**config.mk**
```make
export PLATFORM = sky130hd
export DESIGN_NAME = cell_buffer_dp
export DESIGN_NICKNAME = d
export VERILOG_FILES = /design/src/rtl/cell_buffer_dp.sv
export SDC_FILE = /design/constraint.sdc
export NUM_CORES = 2
export LEC_CHECK = 0
export ABC_CLOCK_PERIOD_IN_PS = 4600
export BUFFER_PORTS_ARGS = -buffer_cell sky130_fd_sc_hd__buf_2
export CORE_AREA = 2 2 396 693
export CTS_BUF_LIST = sky130_fd_sc_hd__clkbuf_8
export DETAILED_ROUTE_END_ITERATION = 12
export DIE_AREA = 0 0 398 695
export PLACE_DENSITY_LB_ADDON = 0.12
export SYNTH_ARGS = -nofsm -noshare
export SYNTH_HDL_FRONTEND = slang
export SYNTH_SLANG_ARGS = --single-unit
```
**constraint.sdc**
```tcl
create_clock -name clk -period 4.6 [get_ports clk]
set_clock_uncertainty 0.1 [all_clocks]
set_input_delay 0.69 -clock clk [delete_from_list [all_inputs] [get_ports clk]]
set_output_delay 0.69 -clock clk [all_outputs]
set_load 0.01 [all_outputs]
```
**src/rtl/cell_buffer_dp.sv**
```systemverilog
`timescale 1ns/1ps
module cell_buffer_dp #(
  parameter int DEPTH = 64,
  parameter int WIDTH = 32,
  localparam int AW = (DEPTH > 1) ? $clog2(DEPTH) : 1
) (
  input  logic             clk,
  input  logic             rst_n,
  input  logic             wr_en,
  input  logic [AW-1:0]    wr_addr,
  input  logic [WIDTH-1:0] wr_data,
  input  logic             rd_en,
  input  logic [AW-1:0]    rd_addr,
  input  logic             out_en,
  input  logic [1:0]       byp_mode,
  output logic [WIDTH-1:0] dout,
  output logic             dout_valid,
  output logic             bypass_clash
);
  localparam logic [1:0] MODE_PASS  = 2'b01;
  localparam logic [1:0] MODE_WPASS = 2'b10;

  logic [WIDTH-1:0] mem [DEPTH];
  logic [WIDTH-1:0] s1_data, out_q;
  logic             s1_vld, out_vld, clash_q;

  wire pass_only = (byp_mode == MODE_PASS);
  wire wr_pass   = (byp_mode == MODE_WPASS);
  wire fwd       = pass_only | wr_pass;
  wire store     = (wr_pass | (wr_en & ~pass_only)) & (32'(wr_addr) < DEPTH);

  always_ff @(posedge clk) begin
    if (store) mem[wr_addr] <= wr_data;
  end

  always_ff @(posedge clk) begin
    if (rd_en && (32'(rd_addr) < DEPTH)) s1_data <= mem[rd_addr];
  end

  always_ff @(posedge clk) begin
    if (!rst_n) begin
      s1_vld  <= 1'b0;
      out_vld <= 1'b0;
      out_q   <= '0;
      clash_q <= 1'b0;
    end else begin
      s1_vld  <= rd_en;
      out_vld <= fwd | s1_vld;
      out_q   <= fwd ? wr_data : s1_data;
      clash_q <= fwd & s1_vld;
    end
  end

  assign dout_valid   = out_en & out_vld;
  assign dout         = dout_valid ? out_q : '0;
  assign bypass_clash = clash_q;
endmodule


```
==> summary.txt <==
Max Cap Viol -> 0
CP startpoint kind -> input port
H-tree depth -> 5
hold path start -> wr_data[12]
Starting Density -> 0.299
Slew Limit Fails -> 0
routability congestion estimate -> 0.748
DIE AREA -> 0.277 mm²
# DRC -> 0
largest net degree at the start of global routing -> 70
Largest stage delay, worst path -> 0.84 ns
fin nets -> 4075
core box area -> 0.271 mm²
top area cells in the synthesized netlist -> edfxtp_1 (77%), mux4_2 (15%), mux2i_1 (1.1%)
Critical Path Sink Type -> flop
I/O pin count -> 85
DR vias/cell -> 5.03
Power Total -> 38.7 mW
clk sink count -> 2115
status -> finished, final reports clean
Setup Fix Bufs, Post-CTS -> 0
part of the cycle the worst path needs -> 0.673
vias post-DR -> 39500
# resized after CTS -> 0
setup slack after layout -> 1.51 ns
root buffer cell -> clkbuf_8
Worst-Margin Slew -> 1.29 ns
fraction of layout cells with a size suffix above 1 -> 0.331
cell breakdown of the critical path -> buf_8 > buf_12 > mux4_2 > mux2_2 > o21ai_0 > o221ai_1
Yosys cell types -> 40
RSZ-0062 raised after global routing -> false
Die Y -> 695 µm
DRT antenna net count -> 0
worst reg2reg startpoint -> mem[31][4]
leakage -> 29.6 nW
WL per Instance -> 34.7 µm
DRT iter0 DRCs -> 3207
initial antenna violation count -> 20
P&R area growth vs syn -> 16.0%
Max-slew headroom -> 0.140
mapped cell area -> 0.0809 mm²
CP startpoint -> rd_addr[1]
Seq. cell area -> 0.0632 mm²
leading area contributor after synthesis -> edfxtp_1
FF+latch count, synth -> 2115
post-synthesis area per instance -> 22.9 µm²
Worst-path clk slew -> 0.07 ns
Placed Instances -> 7259
P per Cell Area -> 412 mW/mm²
DIE WIDTH -> 398 µm
fmax -> 323 MHz
Synth top area share -> 0.772
class of the most critical setup path -> in -> reg
fill count -> 25300
clock buffer count from CTS -> 329
total gr overflow -> 0
CTS tree -> done
cells after synthesis -> 3528
data arrival time of the critical path -> 3.68 ns
Site Rows -> 253
slowest cell on the critical path -> o21ai_0
clk buf depth -> 4
DP Wirelength -> 164000 µm
Tightest Hold Check Type -> in -> reg
Initial DRT Pass Iterations -> 5
Ys Warns -> 0
final wirelength -> 273000 µm
setup violators final -> 0
Max FO, Critical Path -> 69
Fin Setup TNS -> 0 ns
syn nets -> 3581
Hold Fails Final Rpt -> 0
pre-CTS WS -> 0.589 ns
minimum clock period -> 3.09 ns
non-filler cells, final -> 7859
total track usage -> 0.197
hold buffers post-CTS -> 2
Clock Latency Late Sink -> 1.00 ns
vias in the first global route -> 42600
footprint of the multi-input gates -> 0.0172 mm²
register area share after synthesis -> 0.781
Critical Path RT -> 5.19 ns
peak supply drop -> 192 µV
wire length of the first global-routing pass -> 371000 µm
I/O Buffers -> 84
-- state kept, by name (all words and copies together), names as in the netlist --
register and flops:
out_q 32, s1_data 32, out_vld 1, bypass_clash 1, s1_vld 1, mem 2048
-- cells in the mapped netlist --
| library cell | instances |
|---|---|
| a21boi_0 | 1 |
| or3_1 | 5 |
| a221oi_1 | 16 |
| clkbuf_1 | 72 |
| inv_1 | 5 |
| nand3b_1 | 8 |
| o21ai_0 | 19 |
| nand2_1 | 82 |
| and2_1 | 4 |
| and3_1 | 32 |
| nand2b_1 | 8 |
| mux2i_1 | 88 |
| mux2_1 | 5 |
| a21oi_1 | 66 |
| a211o_1 | 1 |
| ha_1 | 2 |
| a22o_1 | 3 |
| nand3_1 | 25 |
| a211oi_1 | 23 |
| nor2b_1 | 48 |
| o21a_1 | 4 |
| inv_2 | 1 |
| dfxtp_1 | 35 |
| a31oi_1 | 6 |
| nor3_1 | 5 |
| nor3b_1 | 8 |
| or2_2 | 2 |
| o22ai_1 | 10 |
| mux2_2 | 48 |
| edfxtp_1 | 2080 |
| buf_6 | 15 |
| buf_2 | 57 |
| or3b_2 | 2 |
| buf_4 | 27 |
| a22oi_1 | 22 |
| buf_1 | 24 |
| mux4_2 | 547 |
| o221ai_1 | 26 |
| a32oi_1 | 2 |
| nor2_1 | 94 |
-- stage by stage --
stage / cell area, µm² / utilization / hold WS [ns]
after floorplan: 80900 / - / 0.310
after global placement: 87900 / 0.325 / 0.327
after detailed placement: 87900 / 0.325 / 0.332
after CTS: 93800 / 0.347 / 0.0268
after global routing: 93900 / 0.347 / 0.0723
final: 93900 / 0.347 / 0.0966
-- power by group --
| part | switching [mW] | internal (mW) |
|---|---|---|
| Clock | 7.60 | 7.26 |
| Sequential | 0.0668 | 21.4 |
| Combinational | 1.56 | 0.838 |
| Total | 9.22 | 29.5 |
-- per-layer routing --
| layer | vias to the layer above | wire length (µm) | track usage |
|---|---|---|---|
| met5 | - | 14 | 0 |
| met4 | 2 | 6380 | 0.0509 |
| met1 | 22200 | 107000 | 0.237 |
| met3 | 324 | 9700 | 0.0245 |
| met2 | 985 | 149000 | 0.367 |
| li1 | 16000 | - | - |
-- layout by cell type (no fill, tap or decap), drive strengths merged, types with 66 or more instances in the layout --
master     n
a21oi     66
inv      122
edfxtp  2080
buf      355
clkbuf   345
nor2      94
clkinv   104
mux4     547
mux2i     88
nand2     82
-- critical path: cells and delay by family --
kind / cells / cell delay [ns]
compound gates: 2 / 1.10
mux: 2 / 0.65
buf+inv: 2 / 1.00
-- path summary, 6_finish.rpt --
| path | slack, ns | cells past startpoint | end |
|---|---|---|---|
| worst max-delay path | 1.51 | 6 | s1_data[11] |
| worst min-delay path | 0.1 | 1 | mem[48][12] |
| worst max register to register | 1.90 | 4 | s1_data[4] |
| worst min register to register | 0.34 | 2 | bypass_clash |
-- final cells by class --
type	instances	area share
Antenna cell	16	0.000427
Clock buffer	344	0.0504
Clock inverter	238	0.0124
Inverter	6	0.000240
Multi-Input combinational cell	1212	0.183
Sequential cell	2115	0.673
Tap cell	3570	0.0476
Timing Repair Buffer	358	0.0329
-- cells by family (layout without fill, tap and decap cells) --
family | count (synthesis) | count (layout) | share of synthesized area
compound gates | 199 | 199 | 0.0163
fa+ha+maj | 2 | 2 | 0.000309
buf+inv | 201 | 946 | 0.0129
flops | 2115 | 2115 | 0.781
mux | 688 | 688 | 0.171
other cells | 0 | 16 | 0
simple gates | 323 | 323 | 0.0194
Power figures use the tool's default switching activity.
